<file path="config.mk">
export PLATFORM = sky130hd
export DESIGN_NAME = sirq_host
export DESIGN_NICKNAME = d
export VERILOG_FILES = /design/src/rtl/sirq_pkg.sv /design/src/rtl/sirq_seq.sv /design/src/rtl/sirq_decode.sv /design/src/rtl/sirq_host.sv
export SDC_FILE = /design/constraint.sdc
export NUM_CORES = 1
export LEC_CHECK = 0
export CAP_MARGIN = 5
export CORE_MARGIN = 5
export CORE_UTILIZATION = 55
export CTS_CLUSTER_DIAMETER = 30
export CTS_CLUSTER_SIZE = 14
export DETAILED_ROUTE_END_ITERATION = 16
export GPL_TIMING_DRIVEN = 0
export PLACE_DENSITY = 0.79
export SYNTH_ARGS = -nofsm -noshare
export SYNTH_HDL_FRONTEND = slang
export SYNTH_SLANG_ARGS = --single-unit
</file>
<file path="constraint.sdc">
create_clock -name clk -period 2.95 [get_ports clk]
set_clock_uncertainty 0.2 [all_clocks]
set_input_delay 0.59 -clock clk [delete_from_list [all_inputs] [get_ports clk]]
set_output_delay 0.59 -clock clk [all_outputs]
set_load 0.02 [all_outputs]
</file>
<file path="src/rtl/sirq_pkg.sv">
package sirq_pkg;

    typedef enum logic [2:0] {
        ST_IDLE,
        ST_START,
        ST_FRAMES,
        ST_STOP,
        ST_RECOV
    } sq_state_e;

    typedef enum logic {
        MODE_QUIET = 1'b0,
        MODE_CONT  = 1'b1
    } bus_mode_e;

    typedef enum logic [2:0] {
        SLOT_NONE,
        SLOT_IRQ,
        SLOT_SMI,
        SLOT_IOCHK,
        SLOT_INTX
    } slot_kind_e;

    typedef struct packed {
        slot_kind_e kind;
        logic [3:0] idx;
    } slot_t;

    // Frame number to destination.
    // Legacy IRQ k sits in frame k+1; IRQ0, IRQ2, IRQ8 and IRQ13 have no slot.
    function automatic slot_t slot_of(input int unsigned frame);
        slot_t s;
        s.kind = SLOT_NONE;
        s.idx  = 4'd0;
        if (frame == 3) begin
            s.kind = SLOT_SMI;
        end else if (frame == 17) begin
            s.kind = SLOT_IOCHK;
        end else if (frame >= 18 && frame <= 21) begin
            s.kind = SLOT_INTX;
            s.idx  = 4'(frame - 18);
        end else if (frame >= 2 && frame <= 16 && frame != 9 && frame != 14) begin
            s.kind = SLOT_IRQ;
            s.idx  = 4'(frame - 1);
        end
        return s;
    endfunction

endpackage

</file>
<file path="src/rtl/sirq_seq.sv">
module sirq_seq
    import sirq_pkg::*;
#(
    parameter int NUM_FRAMES = 21,
    parameter int START_CLKS = 4,
    parameter int FW = $clog2(NUM_FRAMES + 1)
) (
    input  logic          clk,
    input  logic          rst_n,
    input  logic          line_i,
    input  logic          cont_mode_i,
    output logic          drive_o,
    output logic          samp_stb_o,
    output logic [FW-1:0] samp_frame_o
);

    localparam int CMAX = (START_CLKS > 3) ? START_CLKS : 3;
    localparam int CW   = $clog2(CMAX + 1);

    typedef struct packed {
        sq_state_e     state;
        bus_mode_e     mode;
        logic [CW-1:0] cnt;
        logic [FW-1:0] frm;
        logic [1:0]    ph;
    } seq_t;

    seq_t seq_d, seq_q;
    logic [CW-1:0] stop_len;

    always_comb begin
        seq_d    = seq_q;
        stop_len = (seq_q.mode == MODE_CONT) ? CW'(3) : CW'(2);
        case (seq_q.state)
            ST_IDLE: begin
                if (seq_q.mode == MODE_CONT) begin
                    seq_d.state = ST_START;
                    seq_d.cnt   = CW'(1);
                end else if (!line_i) begin
                    // the agent's own low clock counts as the first one
                    seq_d.state = ST_START;
                    seq_d.cnt   = CW'(2);
                end
            end
            ST_START: begin
                if (seq_q.cnt == CW'(START_CLKS)) begin
                    seq_d.state = ST_FRAMES;
                    seq_d.frm   = '0;
                    seq_d.ph    = 2'd2;
                end else begin
                    seq_d.cnt = seq_q.cnt + CW'(1);
                end
            end
            ST_FRAMES: begin
                if (seq_q.frm == FW'(NUM_FRAMES) && seq_q.ph == 2'd2) begin
                    seq_d.state = ST_STOP;
                    seq_d.cnt   = CW'(1);
                    seq_d.mode  = cont_mode_i ? MODE_CONT : MODE_QUIET;
                end else if (seq_q.ph == 2'd2) begin
                    seq_d.ph  = 2'd0;
                    seq_d.frm = seq_q.frm + FW'(1);
                end else begin
                    seq_d.ph = seq_q.ph + 2'd1;
                end
            end
            ST_STOP: begin
                if (seq_q.cnt == stop_len) begin
                    seq_d.state = ST_RECOV;
                end else begin
                    seq_d.cnt = seq_q.cnt + CW'(1);
                end
            end
            ST_RECOV: begin
                if (seq_q.mode == MODE_CONT) begin
                    seq_d.state = ST_START;
                    seq_d.cnt   = CW'(1);
                end else begin
                    seq_d.state = ST_IDLE;
                end
            end
            default: seq_d.state = ST_IDLE;
        endcase
    end

    always_ff @(posedge clk) begin
        if (!rst_n) begin
            seq_q.state <= ST_IDLE;
            seq_q.mode  <= MODE_CONT;
            seq_q.cnt   <= '0;
            seq_q.frm   <= '0;
            seq_q.ph    <= '0;
        end else begin
            seq_q <= seq_d;
        end
    end

    assign drive_o      = (seq_q.state == ST_START) || (seq_q.state == ST_STOP);
    assign samp_stb_o   = (seq_q.state == ST_FRAMES) && (seq_q.ph == 2'd0);
    assign samp_frame_o = seq_q.frm;


    start_len_chk: assert property (@(posedge clk) disable iff (!rst_n)
        (seq_q.state == ST_FRAMES && $past(seq_q.state) == ST_START)
            |-> ($past(seq_q.cnt) == CW'(START_CLKS)));


    stop_len_chk: assert property (@(posedge clk) disable iff (!rst_n)
        (seq_q.state == ST_RECOV)
            |-> ($past(seq_q.cnt) == ((seq_q.mode == MODE_CONT) ? CW'(3) : CW'(2))));


    stop_at_end_chk: assert property (@(posedge clk) disable iff (!rst_n)
        (seq_q.state == ST_STOP && $past(seq_q.state) == ST_FRAMES)
            |-> ($past(seq_q.frm) == FW'(NUM_FRAMES)));

endmodule

</file>
<file path="src/rtl/sirq_decode.sv">
module sirq_decode
    import sirq_pkg::*;
#(
    parameter int NUM_FRAMES = 21,
    parameter int FW = $clog2(NUM_FRAMES + 1)
) (
    input  logic          clk,
    input  logic          rst_n,
    input  logic          line_i,
    input  logic          samp_stb_i,
    input  logic [FW-1:0] samp_frame_i,
    output logic [15:0]   irq_o,
    output logic          iochck_o,
    output logic [3:0]    intx_o,
    output logic          smi_pulse_o
);

    typedef struct packed {
        logic [15:0] irq;
        logic        iochk;
        logic [3:0]  intx;
        logic        smi;
    } dec_t;

    dec_t  dec_d, dec_q;
    slot_t slot;
    logic  level;

    always_comb begin
        dec_d     = dec_q;
        dec_d.smi = 1'b0;
        level     = ~line_i;
        slot      = slot_of(int'(samp_frame_i));
        if (samp_stb_i && samp_frame_i <= FW'(NUM_FRAMES)) begin
            case (slot.kind)
                SLOT_IRQ:   dec_d.irq[slot.idx]       = level;
                SLOT_SMI:   dec_d.smi                 = level;
                SLOT_IOCHK: dec_d.iochk               = level;
                SLOT_INTX:  dec_d.intx[slot.idx[1:0]] = level;
                default:    ;
            endcase
        end
    end

    always_ff @(posedge clk) begin
        if (!rst_n) begin
            dec_q <= '0;
        end else begin
            dec_q <= dec_d;
        end
    end

    assign irq_o       = dec_q.irq;
    assign iochck_o    = dec_q.iochk;
    assign intx_o      = dec_q.intx;
    assign smi_pulse_o = dec_q.smi;


    samp_range_chk: assert property (@(posedge clk) disable iff (!rst_n)
        samp_stb_i |-> (samp_frame_i != '0 && samp_frame_i <= FW'(NUM_FRAMES)));


    smi_single_chk: assert property (@(posedge clk) disable iff (!rst_n)
        smi_pulse_o |=> !smi_pulse_o);


    unassigned_zero_chk: assert property (@(posedge clk) disable iff (!rst_n)
        (dec_q.irq[0] == 1'b0) && (dec_q.irq[8] == 1'b0) && (dec_q.irq[13] == 1'b0));

endmodule

</file>
<file path="src/rtl/sirq_host.sv">
module sirq_host
    import sirq_pkg::*;
#(
    parameter int NUM_FRAMES = 21,
    parameter int START_CLKS = 4
) (
    input  logic        clk,
    input  logic        rst_n,
    input  logic        line_i,
    input  logic        cont_mode_i,
    output logic        drive_low_o,
    output logic [15:0] irq_o,
    output logic        iochck_o,
    output logic [3:0]  intx_o,
    output logic        smi_pulse_o
);

    localparam int FW = $clog2(NUM_FRAMES + 1);

    logic          samp_stb;
    logic [FW-1:0] samp_frame;

    sirq_seq #(
        .NUM_FRAMES(NUM_FRAMES),
        .START_CLKS(START_CLKS),
        .FW        (FW)
    ) u_seq (
        .clk         (clk),
        .rst_n       (rst_n),
        .line_i      (line_i),
        .cont_mode_i (cont_mode_i),
        .drive_o     (drive_low_o),
        .samp_stb_o  (samp_stb),
        .samp_frame_o(samp_frame)
    );

    sirq_decode #(
        .NUM_FRAMES(NUM_FRAMES),
        .FW        (FW)
    ) u_dec (
        .clk         (clk),
        .rst_n       (rst_n),
        .line_i      (line_i),
        .samp_stb_i  (samp_stb),
        .samp_frame_i(samp_frame),
        .irq_o       (irq_o),
        .iochck_o    (iochck_o),
        .intx_o      (intx_o),
        .smi_pulse_o (smi_pulse_o)
    );


    reset_quiet_chk: assert property (@(posedge clk)
        (!rst_n && $past(!rst_n)) |-> (!drive_low_o && irq_o == '0 && !smi_pulse_o));

endmodule

</file>
==> metrics.txt, run 1 <==
drt first pass iters=4; total power=0.979 mW; Initial Util=57.7%; synthesized area=~2200 um2; worst r2r src=u_seq.samp_frame_o[2]; most frequent cells in the layout=dfxtp_1, nor2_1, clkdlybuf4s50_1; 1st-iter DRT viols=168; Final Wtd Congestion=0.906; Worst R2R Path Depth=8; average wire per standard cell=~15 um; core area=3740 um2; Worst Path Max Fanout=10; num ports=27; layout cell share with drive strength beyond 1=13.5%; Final period util=a little over nine tenths; Synth Area per Inst=8.54 um2; # port buffers=25; Die H=roughly 73 um; outcome=finished, final reports clean; commonest non-fill, non-tap cell in the layout=dfxtp_1; vias per cell=5.70; routed vias=1916; CP Data Required Time=2.16 ns; post-route ant nets=0; cts bufs inserted=5; Leak=1.03 nW; clk root buf=clkbuf_8; post-route minimum period=between 2 and 3 ns; FP Rows=22; count of pins over their slew limit=0; largest net degree at the start of global routing=13; Hold WS=0.261 ns; initial antenna violation count=0; Clock power frac=44.5%; Die Span X=72.7 um; first-pass GRT wire length=8500 um; worst min path class=reg -> reg; RSZ-0062 raised after global routing=false; GRT overflow=0; arrival time at the worst endpoint=1.98 ns; number of hold violations in the final report=0; GRT Util Overall=20.3%; H-tree levels=2; Setup Viol. Count Final=0; clock-pin slew on the worst setup and hold paths=0.07 ns; Die Area=5280 um2; cell-internal power=0.758 mW; Startpoint Class=register; Slew @ Worst Pin=0.809 ns; synth warn=0; part of the power in registers=50.5%; Synth Instances=253; Clock Path Buffers=2; r2r endpoint=u_dec.intx_o[0]; min-delay src=u_dec.irq_o[1]; critical path class=reg -> out; WHS Endpoint=u_dec.irq_o[1]; CTS tree=yes; worst vdd ir=0.000345 V; maxcap violations=0; R2R Setup Slk=0.22 ns; Residual DRC=0; number of global-route vias before repair=around 1800; dpl hpwl=~3600 um; Final #Nets=303; ANT cells=0; pwr/cell area=approximately 370 nW/um2; worst-skew pair later-pin latency=a little under 0.3 ns; worst hold path depth=2; Slew HR=46.0%; area grow syn2layout=23.5%; Gate power share=5.0%; Yosys reg bits=36; fmax=~360 MHz; post-synthesis sequential area ratio=about a third; setup tns final=0 ns; Synth cell types=49; final WL=5050 um; clock sinks=36; sw frac=22.6%; Post-CTS Hold Buffers=0; syn_nets=around 270; switching power=0.221 mW; critical path capture point type=primary output
==> how the worst max path moves through the flow <==
| stage | startpoint | to | slack, ns | depth (start not counted) |
|---|---|---|---|---|
| floorplan | u_seq.samp_frame_o[1] | u_dec.irq_o[14] | 0.23 | 8 |
| global placement | u_seq.samp_frame_o[1] | u_dec.irq_o[12] | -0.25 | 9 |
| detailed placement | u_seq.samp_frame_o[1] | u_dec.irq_o[15] | -0.34 | 9 |
| CTS | u_seq.samp_frame_o[1] | u_dec.irq_o[7] | 0.007 | 9 |
| global route | u_seq.samp_frame_o[0] | u_dec.irq_o[12] | 0.01 | 9 |
| finish | u_seq.seq_q[11] | drive_low_o | 0.18 | 3 |
==> worst max-delay path, stage by stage, from the launching register on <==
cell and delay, ns:
dfxtp_1 0.33, clkbuf_1 0.32, nor2b_1 0.37, clkdlybuf4s50_1 0.67
==> cell usage after synthesis (all sizes together) <==
library cell / n / area, um2
a21boi: 1 / 7.51
nand2: 21 / 78.8
o211ai: 3 / 22.5
a2bb2oi: 1 / 8.76
nor2: 26 / 97.6
o2bb2ai: 1 / 8.76
a211o: 3 / 35.0
nand4: 8 / 50.1
o32ai: 1 / 16.3
maj3: 1 / 10.0
or3b: 1 / 11.3
nor3: 6 / 30.0
nor3b: 1 / 7.51
clkbuf: 11 / 41.3
xor2: 3 / 26.3
a31oi: 7 / 43.8
nor4b: 1 / 23.8
or2: 1 / 6.26
nand3: 9 / 45.0
o32a: 1 / 10.0
nor4: 5 / 52.6
ha: 12 / 150
and2: 2 / 12.5
o211a: 1 / 10.0
and4: 1 / 8.76
inv: 10 / 37.5
a211oi: 8 / 60.1
a21o: 2 / 15.0
a311oi: 3 / 26.3
xnor2: 6 / 52.6
nor2b: 3 / 18.8
mux2i: 16 / 160
o221ai: 1 / 8.76
nand4b: 2 / 17.5
dfxtp: 36 / 721
buf: 4 / 28.8
o21ai: 12 / 60.1
o221a: 1 / 11.3
o21a: 2 / 15.0
or3: 2 / 17.5
a21oi: 11 / 55.1
and4b: 1 / 10.0
nand2b: 5 / 31.3
==> area by class of cell <==
class                           count  area (um2)
Buffer                             14        73.8
Clock buffer                        5        68.8
Clock inverter                      3        42.5
Fill cell                         324        1070
Inverter                           10        41.3
Multi-Input combinational cell    192        1390
Sequential cell                    36         722
Tap cell                           48        60.1
Timing Repair Buffer               28         273
==> cells by family after synthesis <==
| group | share of synthesized area (%) |
|---|---|
| buffers and inverters | 4.98 |
| muxes | 7.41 |
| adders and majority gates | 7.41 |
| DFF | 33.4 |
| and+or+nand+nor | 24.0 |
| xor gates and xnor gates | 3.65 |
| AOI/OAI and AO/OA | 19.2 |
==> flip-flops by register name, indices dropped and copies added (netlist names) <==
signal and flops:
u_dec.intx_o 4, u_seq.seq_q 9, u_dec.iochck_o 1, u_dec.smi_pulse_o 1, u_seq.samp_frame_o 5, u_dec.irq_o 16
==> repair_timing <==
action / in CTS / in global routing
endpoints found under the setup margin: 21 / 16
buffers inserted: 1 / 2
pin swaps: 1 / 1
resized for setup: 9 / 12
==> layer usage <==
| metal | part of all wire [%] | wire length, um | global-route usage, % |
|---|---|---|---|
| met2 | 46 | 2340 | 31.1 |
| met1 | 49 | 2480 | 28.3 |
| met5 | 0 | 0 | 0 |
| met4 | 0.85 | 43 | 5.53 |
| met3 | 3.9 | 198 | 5.10 |
==> per-stage QoR <==
step | setup WS, ns | instances | utilization (%) | cell area (um2)
floorplan | 0.233 | 253 | - | 2160
global placement | -0.253 | 326 | 66.0 | 2470
detailed placement | -0.338 | 326 | 66.0 | 2470
CTS | 0.00725 | 334 | 70.0 | 2620
global route | 0.0122 | 336 | 71.3 | 2670
finish | 0.183 | 336 | 71.3 | 2670
==> power by group through the flow <==
stage | sequential (mW) | combinational [mW] | clock, mW
after CTS | 0.494 | 0.0491 | 0.442
after global routing | 0.495 | 0.0551 | 0.464
final | 0.494 | 0.0491 | 0.435
after global placement | 0.506 | 0.0480 | 0
after detailed placement | 0.506 | 0.0490 | 0
after floorplan | 0.504 | 0.0341 | 0
No activity file was read; power rests on OpenSTA's default activity.
==> run 2: changes to the inputs <==
Settings changed: PLACE_DENSITY 0.79 to 0.8.
==> run 2 against run 1 <==
Compared with the run above: design area about the same; first-iteration DRC count increased by 10%; routed wire length increased by 3.8%.
==> metrics.txt, run 2 (synthesized netlist as in run 1, its figures left out) <==
pre-CTS setup slack=-0.337 ns (+0.000858 ns); commonest non-fill, non-tap cell in the layout=dfxtp_1; post-route minimum period=2.78 ns (+0.0130 ns); Post-CTS Hold Buffers=0 (unchanged); worst min path class=reg -> reg; Slew @ Worst Pin=0.821 ns (+0.0123 ns); number of hold violations in the final report=0 (unchanged); Setup Viol. Count Final=0 (unchanged); outcome=finished, final reports clean; Final Wtd Congestion=0.870 (-4.0%); r2r endpoint=u_dec.irq_o[8]; worst r2r src=u_seq.samp_frame_o[0]; GRT Util Overall=20.8% (+0.53 points); DP Area=2470 um2 (unchanged); met2 Usage GRT=32.9% (+1.8 points); Final #Nets=304 (+0.33%); pwr/cell area=368 nW/um2 (+0.48%); routed vias=1965 (+2.6%); worst-skew pair later-pin latency=0.29 ns (about the same); # port buffers=25 (unchanged); critical-path cell list=clkbuf_4 -> inv_1 -> ha_1 -> nand2b_1 -> a21oi_1 -> o32ai_2 -> nor4b_4 -> buf_4 -> nand3_1 -> mux2i_1; CP delay by family, top=simple AND/OR/NAND/NOR gates; post-route ant nets=0 (unchanged); most frequent cells in the layout=dfxtp_1, nor2_1, clkdlybuf4s50_1; sum of buffers and inverters on the critical path=3 (+1); num ports=27 (unchanged); slowest stage delay, CP=0.47 ns (-0.20 ns); min-delay src=u_dec.irq_o[7]; dpl hpwl=3600 um (-0.86%); FP Rows=22 (unchanged); CP Data Required Time=2.91 ns (+0.75 ns); GRT overflow=0 (unchanged); worst hold path depth=2 (unchanged); drt first pass iters=4 (unchanged); Die Area=5280 um2 (unchanged); ANT cells=0 (unchanged); clock-pin slew on the worst setup and hold paths=0.08 ns (about the same); RSZ-0062 raised after global routing=true; largest net degree at the start of global routing=13 (unchanged); layout cell share with drive strength beyond 1=13.5% (-0.047 points); Leak=1.04 nW (+0.58%); clk root buf=clkbuf_8; 1st-iter DRT viols=185 (+10%); area of the multi-input gates=1390 um2 (about the same); fillers=305 (-5.9%); Die H=72.7 um (unchanged); critical path class=reg -> reg; total power=0.984 mW (+0.53%); WHS Endpoint=u_dec.irq_o[7]; cts bufs inserted=5 (unchanged); final WL=5250 um (+3.8%); H-tree levels=2 (unchanged); average wire per standard cell=15.6 um (+3.5%); Residual DRC=0 (unchanged); core area=3740 um2 (unchanged); critical path capture point type=register; Worst setup startpoint=u_seq.samp_frame_o[0]; GR peak layer=met2; number of global-route vias before repair=1842 (+1.3%); Slew HR=45.1% (-0.82 points); Final period util=94.2% (+0.44 points); max reg flops=16 (unchanged); Worst Path Max Fanout=10 (unchanged); first-pass GRT wire length=8740 um (+2.8%); vias per cell=5.83 (+2.3%); M1 GR Usage=29.0% (+0.72 points); smallest setup slack after layout=0.170 ns (-0.0130 ns); initial antenna violation count=0 (unchanged); area grow syn2layout=23.6% (about the same); Final Cell Area=2670 um2 (about the same); worst vdd ir=0.000313 V (-9.1%); maxcap violations=0 (unchanged); Slowest-stage cell, CP=nor4b_4; R2R Setup Slk=0.17 ns (-0.05 ns); Hold WS=0.261 ns (+0.000482 ns); Worst R2R Path Depth=10 (+2); Initial Util=57.7% (unchanged); Sequential Area=723 um2 (+0.17%); met3 GRT Util=3.99% (-1.1 points); Die Span X=72.7 um (unchanged); clock sinks=36 (unchanged); Startpoint Class=register; Clock Path Buffers=2 (unchanged); CTS tree=yes; count of pins over their slew limit=0 (unchanged); fmax=360 MHz (-0.47%); arrival time at the worst endpoint=2.74 ns (+0.76 ns)
run 2: tightest hold or removal path, stage by stage (launching register included):
cell and delay (ns):
dfxtp_1 0.31, nand2_1 0.05, mux2i_1 0.06
run 2: worst max-delay path by stage:
stage / endpoint / cells after the start
finish: u_dec.irq_o[8] / 10
global route: u_dec.irq_o[12] / 9
CTS: u_dec.irq_o[11] / 9
detailed placement: u_dec.irq_o[12] / 9
global placement: u_dec.irq_o[12] / 8
floorplan: u_dec.irq_o[14] / 8
run 2: power by group:
| group | internal [mW] | switching [mW] | total [mW] |
|---|---|---|---|
| combinational | 0.0181 | 0.0314 | 0.0495 |
| clock | 0.250 | 0.190 | 0.440 |
| sequential | 0.490 | 0.00479 | 0.494 |
run 2: stage by stage:
stage                     TNS, ns  utilization, %  std cells
after floorplan                 0               -        253
after global placement      -2.70            66.0        326
after detailed placement    -3.61            66.0        326
after CTS                       0            70.3        334
after global routing      -0.0189            71.3        337
final                           0            71.3        337
run 2: layout make-up:
type,count,share of cell area (%)
Clock inverter,3,1.59
Sequential cell,36,27.1
Tap cell,48,2.25
Multi-Input combinational cell,192,51.9
Buffer,14,2.67
Timing Repair Buffer,29,10.5
Inverter,10,1.41
Clock buffer,5,2.58
run 2: repair_timing:
| item | 4_1_cts | 5_1_grt |
|---|---|---|
| buffers inserted | 1 | 3 |
| gates cloned | 0 | 0 |
| endpoints found under the setup margin | 23 | 15 |
| pin swaps | 1 | 3 |
| resized for setup | 12 | 6 |
run 2: metal layers:
metal | routed length, um | share of wire, %
met1 | 2440 | 46
met3 | 291 | 5.5
met5 | 0 | 0
met2 | 2460 | 47
met4 | 57 | 1.1
==> run 3: changes to the inputs <==
Settings changed: CORE_UTILIZATION 55 to 57, CTS_BUF_LIST set to sky130_fd_sc_hd__clkbuf_2, PLACE_DENSITY 0.8 to 0.83.
==> run 3 against run 2 <==
Compared with the run above: final cell count is 0.30% lower; die area is 3.0% lower; total power is 23% lower; critical endpoint is now drive_low_o.
==> metrics.txt, run 3 (synthesized netlist as in run 1, its figures left out) <==
outcome=finished, final reports clean; post-route minimum period=2.79 ns (+0.0131 ns); ANT cells=0 (unchanged); Startpoint Class=register; CTS tree=yes; num ports=27 (unchanged); final WL=4980 um (-5.1%); largest net degree at the start of global routing=11 (-2); count of pins over their slew limit=0 (unchanged); Worst Path Max Fanout=10 (unchanged); worst min path class=reg -> reg; # port buffers=25 (unchanged); core area=3660 um2 (-2.2%); Slew @ Worst Pin=0.806 ns (-0.0154 ns); Slowest-stage cell, CP=clkdlybuf4s50_1; Clock Path Buffers=2 (unchanged); max reg flops=16 (unchanged); post-route ant nets=0 (unchanged); maxcap violations=0 (unchanged); layout cell share with drive strength beyond 1=13.5% (+0.047 points); first-pass GRT wire length=8300 um (-5.1%); fmax=358 MHz (-0.47%); clk root buf=clkbuf_2; average wire per standard cell=14.8 um (-4.8%); Hold WS=0.268 ns (+0.00647 ns); slowest stage delay, CP=0.64 ns (+0.17 ns); clock sinks=36 (unchanged); DP Area=2470 um2 (unchanged); critical path capture point type=primary output; pwr/cell area=291 nW/um2 (-21%); initial antenna violation count=0 (unchanged); area grow syn2layout=20.6%; commonest non-fill, non-tap cell in the layout=dfxtp_1; dpl hpwl=3560 um (-1.2%); Final Cell Area=2610 um2 (-2.4%); FP Rows=22 (unchanged); GRT Util Overall=20.1% (-0.67 points); Die Area=5120 um2 (-3.0%); critical path class=reg -> out; Finished Layout Cells=336 (-0.30%); routed vias=1929 (-1.8%); Final #Nets=304 (unchanged); number of hold violations in the final report=0 (unchanged); most frequent cells in the layout=dfxtp_1, nor2_1, clkdlybuf4s50_1; cts bufs inserted=5 (unchanged); Initial Util=59.0% (+1.3 points); Final Wtd Congestion=0.878 (+0.88%); final core utilization=71.2% (-0.13 points); GRT overflow=0 (unchanged); critical-path cell list=clkbuf_1 -> nor2b_2 -> clkdlybuf4s50_1; clock-pin slew on the worst setup and hold paths=0.17 ns (+0.09 ns); Die H=71.6 um (-1.5%); placed insts=326 (unchanged); 1st-iter DRT viols=159 (-14%); Final period util=94.7% (+0.44 points); Slew HR=46.2% (+1.0 points); worst-skew pair later-pin latency=0.38 ns (+0.09 ns); worst vdd ir=0.000298 V (-5.0%); Die Span X=71.6 um (-1.5%); arrival time at the worst endpoint=2.00 ns (-0.74 ns); CP Data Required Time=2.16 ns (-0.75 ns); Residual DRC=0 (unchanged); number of global-route vias before repair=1817 (-1.4%); drt first pass iters=4 (unchanged); Setup Viol. Count Final=0 (unchanged); vias per cell=5.74 (-1.5%); Leak=1.01 nW (-2.9%); H-tree levels=2 (unchanged)
==> run 3: cell count changes in the layout (fill, tap and decap cells not counted), sizes merged <==
cell    previous run  this run
clkinv             1         2
inv               10         9
bufinv             1         0
==> run 3: worst max-delay path, delay by kind of cell (launching register included) <==
kind          cells  cell delay (ns)
buf+inv           2             0.96
flops             1             0.36
simple gates      1             0.31
==> run 3: path summary, 6_finish.rpt <==
check                   endpoint  cells after the start  slack (ns)             startpoint
setup / recovery     drive_low_o                      3        0.16        u_seq.seq_q[11]
hold / removal    u_dec.irq_o[2]                      2        0.27         u_dec.irq_o[2]
setup reg to reg  u_dec.irq_o[4]                      9        0.17  u_seq.samp_frame_o[1]
hold reg to reg   u_dec.irq_o[2]                      2        0.27         u_dec.irq_o[2]
==> run 3: final cells by class <==
cell class,count,area [um2]
multi-input cells,192,1390
flip-flops and latches,36,723
well taps,48,60.1
fillers,284,1050
repair buffers,30,288
plain buffers,13,68.8
inverters,10,41.3
clock inverters,2,7.51
clock buffers,5,25.0
==> run 3: per-layer routing <==
| metal | track usage, % | routed length [um] |
|---|---|---|
| met5 | 0 | 0 |
| met4 | 6.05 | 57 |
| met3 | 6.17 | 252 |
| met2 | 31.8 | 2310 |
| met1 | 26.4 | 2360 |
==> run 3: report_power, final <==
part / total, mW / switching, mW / internal [mW]
registers: 0.496 / 0.00461 / 0.491
logic: 0.0492 / 0.0308 / 0.0183
clock network: 0.214 / 0.165 / 0.0489
total: 0.759 / 0.200 / 0.558
==> run 3: per-stage QoR <==
| stage | total power [mW] | TNS, ns | worst slack (ns) |
|---|---|---|---|
| after CTS | 0.762 | 0 | 0.00569 |
| after detailed placement | 0.554 | -3.51 | -0.333 |
| after global placement | 0.554 | -2.26 | -0.248 |
| final | 0.759 | 0 | 0.157 |
| after global routing | 0.788 | -0.00542 | -0.00542 |
| after floorplan | 0.539 | 0 | 0.233 |
==> run 3: repair_timing <==
action	CTS	global route
hold buffers	0	0
hold endpoints to repair	0	0
pin swaps	1	2
setup endpoints to repair	21	20
resized for setup	10	11
setup buffers	1	4
